`src/rtl/ct_pkg.sv`:
```
package ct_pkg;

    typedef enum logic {
        MODE_TIMER   = 1'b0,
        MODE_COUNTER = 1'b1
    } ct_mode_e;

    typedef struct packed {
        logic start;
        logic stop;
    } ct_cmd_t;

    localparam int CT_BYTE_W = 8;

    function automatic logic ct_at_terminal(input logic [15:0] value);
        return (value <= 16'd1);
    endfunction

endpackage

```
`src/rtl/ct_cmd_decode.sv`:
```
module ct_cmd_decode
    import ct_pkg::*;
#(
    parameter int ADDR_W     = 4,
    parameter int START_ADDR = 14,
    parameter int STOP_ADDR  = 15
) (
    input  logic              rd_en,
    input  logic [ADDR_W-1:0] rd_addr,
    output ct_cmd_t           cmd
);

    always_comb begin
        cmd.start = rd_en && (rd_addr == ADDR_W'(START_ADDR));
        cmd.stop  = rd_en && (rd_addr == ADDR_W'(STOP_ADDR));
    end

endmodule

```
`src/rtl/ct_preload.sv`:
```
module ct_preload
    import ct_pkg::*;
#(
    parameter int WIDTH = 16,
    localparam int NBYTES = WIDTH / CT_BYTE_W,
    localparam int SEL_W  = (NBYTES > 1) ? $clog2(NBYTES) : 1
) (
    input  logic                 clk,
    input  logic                 rst,
    input  logic                 wr_en,
    input  logic [SEL_W-1:0]     wr_sel,
    input  logic [CT_BYTE_W-1:0] wr_byte,
    output logic [WIDTH-1:0]     value
);

    logic [CT_BYTE_W-1:0] lane_q [NBYTES];

    for (genvar g = 0; g < NBYTES; g++) begin : g_lane
        always_ff @(posedge clk) begin
            if (rst) begin
                lane_q[g] <= '1;
            end else if (wr_en && (wr_sel == SEL_W'(g))) begin
                lane_q[g] <= wr_byte;
            end
        end
        assign value[g*CT_BYTE_W +: CT_BYTE_W] = lane_q[g];
    end

endmodule

```
`src/rtl/ct_core.sv`:
```
module ct_core
    import ct_pkg::*;
#(
    parameter int WIDTH = 16
) (
    input  logic             clk,
    input  logic             rst,
    input  ct_mode_e         mode,
    input  ct_cmd_t          cmd,
    input  logic [WIDTH-1:0] preload,
    output logic             ready,
    output logic             sq_out,
    output logic             active
);

    logic [WIDTH-1:0] cnt_q;
    logic             act_q;
    logic             sq_q;
    logic             rdy_q;
    logic             tick;
    logic             term;
    logic             set_evt;

    always_comb begin
        tick    = act_q && !cmd.start && !(cmd.stop && mode == MODE_COUNTER);
        term    = ct_at_terminal(16'(cnt_q));
        set_evt = tick && term && (mode == MODE_COUNTER || sq_q);
    end

    always_ff @(posedge clk) begin
        if (rst) begin
            cnt_q <= '0;
            act_q <= 1'b0;
            sq_q  <= 1'b0;
        end else if (cmd.start) begin
            cnt_q <= preload;
            act_q <= 1'b1;
            sq_q  <= 1'b0;
        end else if (cmd.stop && mode == MODE_COUNTER) begin
            act_q <= 1'b0;
        end else if (tick) begin
            if (term) begin
                if (mode == MODE_TIMER) begin
                    cnt_q <= preload;
                    sq_q  <= ~sq_q;
                end else begin
                    cnt_q <= '0;
                    act_q <= 1'b0;
                end
            end else begin
                cnt_q <= cnt_q - 1'b1;
            end
        end
    end

    always_ff @(posedge clk) begin
        if (rst) begin
            rdy_q <= 1'b0;
        end else if (set_evt) begin
            rdy_q <= 1'b1;
        end else if (cmd.stop) begin
            rdy_q <= 1'b0;
        end
    end

    assign ready  = rdy_q;
    assign sq_out = sq_q;
    assign active = act_q;

    p_start_restart_r7: assert property (@(posedge clk) disable iff (rst)
        cmd.start |=> (act_q && !sq_q && cnt_q == $past(preload)));

    p_timer_keeps_running_r6: assert property (@(posedge clk) disable iff (rst)
        (cmd.stop && mode == MODE_TIMER && act_q) |=> act_q);

    p_terminal_halt_r8: assert property (@(posedge clk) disable iff (rst)
        (mode == MODE_COUNTER && tick && term) |=> (rdy_q && !act_q && cnt_q == '0));

    p_ready_on_fall_r5: assert property (@(posedge clk) disable iff (rst)
        (mode == MODE_TIMER && tick && term && sq_q) |=> (rdy_q && !sq_q));

    p_stop_clears_r9: assert property (@(posedge clk) disable iff (rst)
        (cmd.stop && !set_evt) |=> !rdy_q);

    p_idle_hold_r1: assert property (@(posedge clk) disable iff (rst)
        (!act_q && !cmd.start) |=> ($stable(sq_q) && $stable(cnt_q) && !act_q));

endmodule

```
`src/rtl/ct_timer.sv`:
```
module ct_timer
    import ct_pkg::*;
#(
    parameter int WIDTH      = 16,
    parameter int ADDR_W     = 4,
    parameter int START_ADDR = 14,
    parameter int STOP_ADDR  = 15,
    localparam int NBYTES = WIDTH / CT_BYTE_W,
    localparam int SEL_W  = (NBYTES > 1) ? $clog2(NBYTES) : 1
) (
    input  logic                 clk,
    input  logic                 rst,
    input  logic                 wr_en,
    input  logic [SEL_W-1:0]     wr_sel,
    input  logic [CT_BYTE_W-1:0] wr_byte,
    input  logic                 rd_en,
    input  logic [ADDR_W-1:0]    rd_addr,
    input  logic                 count_mode,
    output logic                 ready,
    output logic                 sq_out,
    output logic                 active
);

    ct_cmd_t          cmd;
    logic [WIDTH-1:0] preload;
    ct_mode_e         mode;

    assign mode = ct_mode_e'(count_mode);

    ct_cmd_decode #(
        .ADDR_W    (ADDR_W),
        .START_ADDR(START_ADDR),
        .STOP_ADDR (STOP_ADDR)
    ) i_decode (
        .rd_en  (rd_en),
        .rd_addr(rd_addr),
        .cmd    (cmd)
    );

    ct_preload #(.WIDTH(WIDTH)) i_preload (
        .clk    (clk),
        .rst    (rst),
        .wr_en  (wr_en),
        .wr_sel (wr_sel),
        .wr_byte(wr_byte),
        .value  (preload)
    );

    ct_core #(.WIDTH(WIDTH)) i_core (
        .clk    (clk),
        .rst    (rst),
        .mode   (mode),
        .cmd    (cmd),
        .preload(preload),
        .ready  (ready),
        .sq_out (sq_out),
        .active (active)
    );

endmodule

```
`config.mk`:
```
export PLATFORM = sky130hd
export DESIGN_NAME = ct_timer
export DESIGN_NICKNAME = d
export VERILOG_FILES = /design/src/rtl/ct_pkg.sv /design/src/rtl/ct_cmd_decode.sv /design/src/rtl/ct_preload.sv /design/src/rtl/ct_core.sv /design/src/rtl/ct_timer.sv
export SDC_FILE = /design/constraint.sdc
export NUM_CORES = 1
export LEC_CHECK = 0
export CAP_MARGIN = 20
export CORE_MARGIN = 10
export CORE_UTILIZATION = 60
export CTS_BUF_LIST = sky130_fd_sc_hd__clkbuf_16
export CTS_CLUSTER_SIZE = 8
export DETAILED_ROUTE_END_ITERATION = 6
export PLACE_DENSITY_LB_ADDON = 0.05
export SLEW_MARGIN = 20
export SYNTH_ARGS = -nofsm -noshare
export SYNTH_HDL_FRONTEND = slang
export SYNTH_SLANG_ARGS = --single-unit
```
`constraint.sdc`:
```
create_clock -name clk -period 5.3 [get_ports clk]
set_input_delay 1.06 -clock clk [delete_from_list [all_inputs] [get_ports clk]]
set_output_delay 1.06 -clock clk [all_outputs]
set_load 0.03 [all_outputs]
```
==> key figures, run 1 <==
Status
  • Status: finished, final reports clean

Synth
  • Post-synth EDFFs: 16
  • Syn avg cell area: between 10 and 15 um^2
  • Sequential element share of the synthesized area: 0.460
  • Yosys cell types: between 50 and 60
  • Gate count of the mapped netlist: 186
  • Yosys reg bits: 35
  • Top FF cell, synth: dfxtp_1
  • Post-synth ARST share: 0
  • Synth Cell Area: roughly 1900 um^2
  • Syn_nets: between 200 and 250
  • Synth warn: 0

Floorplan
  • Starting Density: 0.618
  • Std-Cell Rows: 20
  • Die area: approximately 5800 um^2
  • Width of the die: 75.8 um
  • Core area: 3030 um^2
  • Num ports: 21
  • Die H: 75.8 um

Clock tree
  • CTS Buf Count: 5
  • # H-tree levels: 2
  • Bufs on Longest Clock Path: 2
  • Post_cts resized: 0
  • CTS Hold Bufs: 0
  • Clock-pin transition on the worst setup and hold timing paths: 50 ps
  • TritonCTS Sinks: 35
  • CTS tree: built
  • Root Buffer: clkbuf_16
  • Skew-Pair Late Insertion Delay: 280 ps
  • Setup bufs post-CTS: 0

Cells and area
  • Non-filler cells, final: 249
  • N_diodes: 0
  • Final #Nets: 224
  • Layout cells sized above 1: 0.137
  • Finished Core Util: 0.730
  • Commonest non-fill, non-tap cell in the layout: clkdlybuf4s50_1
  • Filler Cell Count: between 200 and 250
  • Area Growth Syn to Fin: 18.2%
  • Most frequent cells in the layout: clkdlybuf4s50_1 (20), dfxtp_1 (19), edfxtp_1 (16)

Power
  • Leak: ~0.77 nW
  • Power Dens Cells: 350 nW/um^2
  • Worst vdd ir: 0.276 mV

Worst setup path
  • Worst Path Arrival: between 3000 and 4000 ps
  • Crit Path Max Fanout: 15
  • CP cell instances: clkdlybuf4s50_1 > and4_1 > a21boi_1 > nor2_1 > or2_2 > o22ai_1
  • CP max stage cell: nor2_1
  • Data required, critical path: 5410 ps
  • WS Path Type: in2reg
  • CP bufs+invs: 1
  • Startpoint Class: input port
  • CP Depth: 6
  • Reg2reg path depth: 7
  • Delay-heaviest family, CP: simple AND/OR/NAND/NOR gates
  • CP max stage delay: 730 ps
  • Critical path capture point type: flip-flop

GRT
  • Initial antenna violation count: 0
  • All-Layer GR Usage: 0.172
  • Largest net degree at the start of global routing: 32
  • First-pass GRT wire length: approximately 7400 um
  • Vias in the first global route: 1584
  • Total gr overflow: 0

Flow run
  • Max Cap Viol: 0

Placement
  • Dpl cells: 241
  • PortBufs: 20
  • Worst slack, placed: 1980 ps
  • DP HPWL: 3320 um
  • GPL Wtd Cong: 0.883

Route
  • Drt total wl: 4660 um
  • Vias post-DR: between 1500 and 2000
  • First-pass detailed-route iteration total: 4
  • Wire length per cell: about 19 um
  • Routed vias/inst: 6.60
  • Post-detailed-route DRC marker count: 0
  • Initial DRC Count: 195
  • Antenna Nets Post-Route: 0

Timing
  • Slew Viols, Final: 0
  • Final worst-path cycle share: 0.582
  • Setup_tns: 0 ps
  • F_max: 0.324 GHz
  • Worst Max-Slew Pin Slew: between 1000 and 1500 ps
  • Crit path time final: 3090 ps
  • Fin worst setup slack: 2210 ps
  • Unrepaired setup endpoints after global routing: no
  • Final hold viol count: 0
  • Final setup skew: 4.76 ps
  • Worst slew margin: 0.312
  • Final setup violation count: 0

Min path
  • Worst hold stages: 2
  • Tightest Hold Check Type: reg2reg
[flip-flops by register name, indices dropped and copies added, names as in the netlist]
name              count
i_core.cnt_q         16
i_core.sq_out         1
i_core.ready          1
i_preload.lane_q     16
i_core.active         1
[cell type report]
type | instances | area [um^2] | area share
clock buffer | 5 | 125 | 0.0566
clock inverter | 3 | 12.5 | 0.00566
inverter | 12 | 45.0 | 0.0204
multi-input combinational | 130 | 912 | 0.413
sequential | 35 | 861 | 0.389
tap | 44 | 55.1 | 0.0249
timing repair buffer | 20 | 200 | 0.0905
[cell usage after synthesis, drive strengths merged (5+ instances only)]
library cell | count | area share
or2 | 9 | 0.030
edfxtp | 16 | 0.26
o32ai | 5 | 0.023
a32oi | 10 | 0.047
dfxtp | 19 | 0.20
clkbuf | 7 | 0.019
inv | 12 | 0.024
o21ai | 6 | 0.016
nand2 | 7 | 0.014
nor3 | 7 | 0.019
a21oi | 9 | 0.026
or3 | 9 | 0.030
o22ai | 5 | 0.017
nor4 | 5 | 0.028
nand3 | 6 | 0.023
nor2 | 11 | 0.023
[kinds of logic (layout without fill, tap and decap cells)]
group / count (synthesis) / in the layout / synth area share
AOI/OAI and AO/OA: 60 / 60 / 0.252
adders and majority gates: 2 / 2 / 0.0134
DFF: 35 / 35 / 0.460
buffers and inverters: 21 / 40 / 0.0522
and+or+nand+nor: 68 / 68 / 0.222
[per-layer routing]
| layer | GRT usage | routed length, um |
|---|---|---|
| met5 | 0 | 0 |
| met2 | 0.299 | 2330 |
| met1 | 0.187 | 1840 |
| met3 | 0.0560 | 361 |
| met4 | 0.0742 | 125 |
[tightest hold or removal path, delay by kind of cell (launching register included)]
family,cells,cell delay (ps)
buf+inv,1,60
flops,1,320
compound gates,1,80
[through the flow]
step	area, um^2	hold slack (ps)	total power [mW]
global placement	2070	481	0.494
CTS	2210	515	0.770
detailed placement	2070	505	0.499
global route	2210	534	0.802
finish	2210	509	0.774
floorplan	1870	473	0.462
[path summary, 6_finish.rpt]
kind	from	slack, ps	to
max	rd_addr[1]	2210	i_core.cnt_q[5]$_SDFFE_PP0P_
min	i_core.cnt_q[10]$_SDFFE_PP0P_	510	i_core.cnt_q[10]$_SDFFE_PP0P_
max reg2reg	i_core.cnt_q[0]$_SDFFE_PP0P_	2990	i_core.cnt_q[1]$_SDFFE_PP0P_
min reg2reg	i_core.cnt_q[10]$_SDFFE_PP0P_	510	i_core.cnt_q[10]$_SDFFE_PP0P_
[power breakdown]
| part | total, mW | internal, mW | switching [mW] |
|---|---|---|---|
| Combinational | 0.191 | 0.0771 | 0.114 |
| Clock | 0.272 | 0.169 | 0.103 |
| Sequential | 0.311 | 0.299 | 0.0113 |
| Total | 0.774 | 0.546 | 0.228 |
No activity file was read; power rests on OpenSTA's default activity.
==> inputs of run 2 (changes only) <==
--- a/config.mk
+++ b/config.mk
@@ -7,7 +7,7 @@
 export LEC_CHECK = 0
 export CAP_MARGIN = 20
 export CORE_MARGIN = 10
-export CORE_UTILIZATION = 60
+export CORE_UTILIZATION = 50
 export CTS_BUF_LIST = sky130_fd_sc_hd__clkbuf_16
 export CTS_CLUSTER_SIZE = 8
 export DETAILED_ROUTE_END_ITERATION = 6
==> constraint.sdc (replaced) <==
create_clock -name clk -period 2.7 [get_ports clk]
set_input_delay 0.54 -clock clk [delete_from_list [all_inputs] [get_ports clk]]
set_output_delay 0.54 -clock clk [all_outputs]
set_load 0.03 [all_outputs]
==> key figures, run 2 (synthesis gave the netlist of run 1 again) <==
Clock tree
  • Root Buffer: clkbuf_16
  • Setup bufs post-CTS: 0
  • # H-tree levels: 2
  • CTS Hold Bufs: 0
  • Skew-Pair Late Insertion Delay: around 280 ps
  • CTS tree: built
  • TritonCTS Sinks: 35
  • Bufs on Longest Clock Path: 2
  • Post_cts resized: 0
  • CTS Buf Count: 5
  • Clock-pin transition on the worst setup and hold timing paths: 50 ps

Timing
  • Worst slew margin: 0.557
  • Crit path time final: 2310 ps
  • Final hold viol count: 0
  • Slew Viols, Final: 0
  • Worst hold margin: 508 ps
  • Final setup skew: about 2.5 ps
  • Final worst-path cycle share: 0.854
  • F_max: 0.434 GHz
  • Setup_tns: 0 ps
  • Worst Max-Slew Pin Slew: about 660 ps
  • Fin worst setup slack: 394 ps
  • Final setup violation count: 0
  • Unrepaired setup endpoints after global routing: no

Power
  • Worst vdd ir: ~0.43 mV
  • Power Dens Cells: 678 nW/um^2
  • Total Power Consumption: roughly 1.5 mW
  • Leak: ~0.78 nW

GRT
  • All-Layer GR Usage: 0.147
  • Total gr overflow: 0
  • Largest net degree at the start of global routing: 22
  • Vias in the first global route: approximately 1600
  • First-pass GRT wire length: 7580 um
  • Initial antenna violation count: 0

Route
  • Post-detailed-route DRC marker count: 0
  • Wire length per cell: 17.6 um
  • Antenna Nets Post-Route: 0
  • Drt total wl: 4540 um
  • First-pass detailed-route iteration total: 5
  • Vias post-DR: 1611
  • Initial DRC Count: 151
  • Routed vias/inst: 6.24

Cells and area
  • Commonest non-fill, non-tap cell in the layout: clkdlybuf4s50_1
  • N_diodes: 0
  • Largest registers: i_core.cnt_q (16), i_preload.lane_q (16)
  • Layout cells sized above 1: 0.162
  • Filler Cell Count: 322
  • Area Growth Syn to Fin: 20.7%
  • Final #Nets: 229
  • Most frequent cells in the layout: clkdlybuf4s50_1 (20), dfxtp_1 (19), edfxtp_1 (16)
  • Fin area: approximately 2300 um^2

Worst setup path
  • Critical path capture point type: flip-flop
  • CP max stage cell: a21oi_2
  • CP max stage delay: 550 ps
  • CP cell instances: inv_1 > ha_1 > o21ba_2 > and2_1 > a21oi_2 > a221oi_1 > a211oi_1
  • Startpoint Class: flip-flop
  • WS Path Type: reg2reg
  • Data required, critical path: 2890 ps
  • Worst Path Arrival: between 2000 and 3000 ps
  • Crit Path Max Fanout: 15

Placement
  • Worst slack, placed: 294 ps
  • GPL Wtd Cong: 0.882
  • Placement Cell Area: roughly 2100 um^2
  • PortBufs: 20
  • DP HPWL: 3400 um

Floorplan
  • Starting Density: 0.515
  • Core area: 3630 um^2
  • Width of the die: 81.2 um
  • Die area: 6590 um^2
  • Die H: 81.2 um
  • Num ports: 21
  • Std-Cell Rows: 22

Status
  • Status: finished, final reports clean

Min path
  • Tightest Hold Check Type: reg2reg

Flow run
  • Max Cap Viol: 0
==> run 2: cell types whose count changed in the layout (fill, tap and decap cells not counted), sizes merged <==
cell / change
buf: +5
clkinvlp: +1
inv: -1
==> run 2: worst max-delay path: cells and delay by family (launching register included) <==
kind	cells	cell delay, ps
flip-flops	1	400
AND/OR/NAND/NOR	1	220
buffers and inverters	1	110
adder cells (fa/ha/maj)	1	240
AO/OA/AOI/OAI	4	1250
==> run 2: per-stage QoR <==
stage | util | instances
2_1_floorplan | - | 186
3_3_place_gp | 0.582 | 250
3_5_place_dp | 0.582 | 250
4_1_cts | 0.621 | 258
5_1_grt | 0.621 | 258
6_report | 0.621 | 258
==> run 2: final cells by class <==
type / count / area (um^2) / share of cell area
flip-flops and latches: 35 / 861 / 0.381
multi-input cells: 130 / 912 / 0.404
clock inverters: 3 / 16.3 / 0.00721
inverters: 12 / 45.0 / 0.0200
clock buffers: 5 / 125 / 0.0554
well taps: 48 / 60.1 / 0.0266
repair buffers: 25 / 238 / 0.105
==> run 2: worst paths after layout <==
| check | startpoint | end | slack [ps] | cells past startpoint |
|---|---|---|---|---|
| hold / removal | i_core.cnt_q[10]$_SDFFE_PP0P_ | i_core.cnt_q[10]$_SDFFE_PP0P_ | 510 | 2 |
| hold reg to reg | i_core.cnt_q[10]$_SDFFE_PP0P_ | i_core.cnt_q[10]$_SDFFE_PP0P_ | 510 | 2 |
| setup / recovery | i_core.cnt_q[0]$_SDFFE_PP0P_ | i_core.cnt_q[1]$_SDFFE_PP0P_ | 390 | 7 |
| setup reg to reg | i_core.cnt_q[0]$_SDFFE_PP0P_ | i_core.cnt_q[1]$_SDFFE_PP0P_ | 390 | 7 |
==> run 2: power breakdown <==
| group | internal, mW | switching [mW] | leakage, nW |
|---|---|---|---|
| combinational | 0.159 | 0.219 | 0.404 |
| sequential | 0.587 | 0.0225 | 0.308 |
| clock | 0.336 | 0.208 | 0.0710 |
==> run 2: layer usage <==
metal | GRT usage | share of wire
met5 | 0 | 0
met4 | 0.0744 | 0.018
met3 | 0.0530 | 0.062
met2 | 0.243 | 0.47
met1 | 0.164 | 0.45
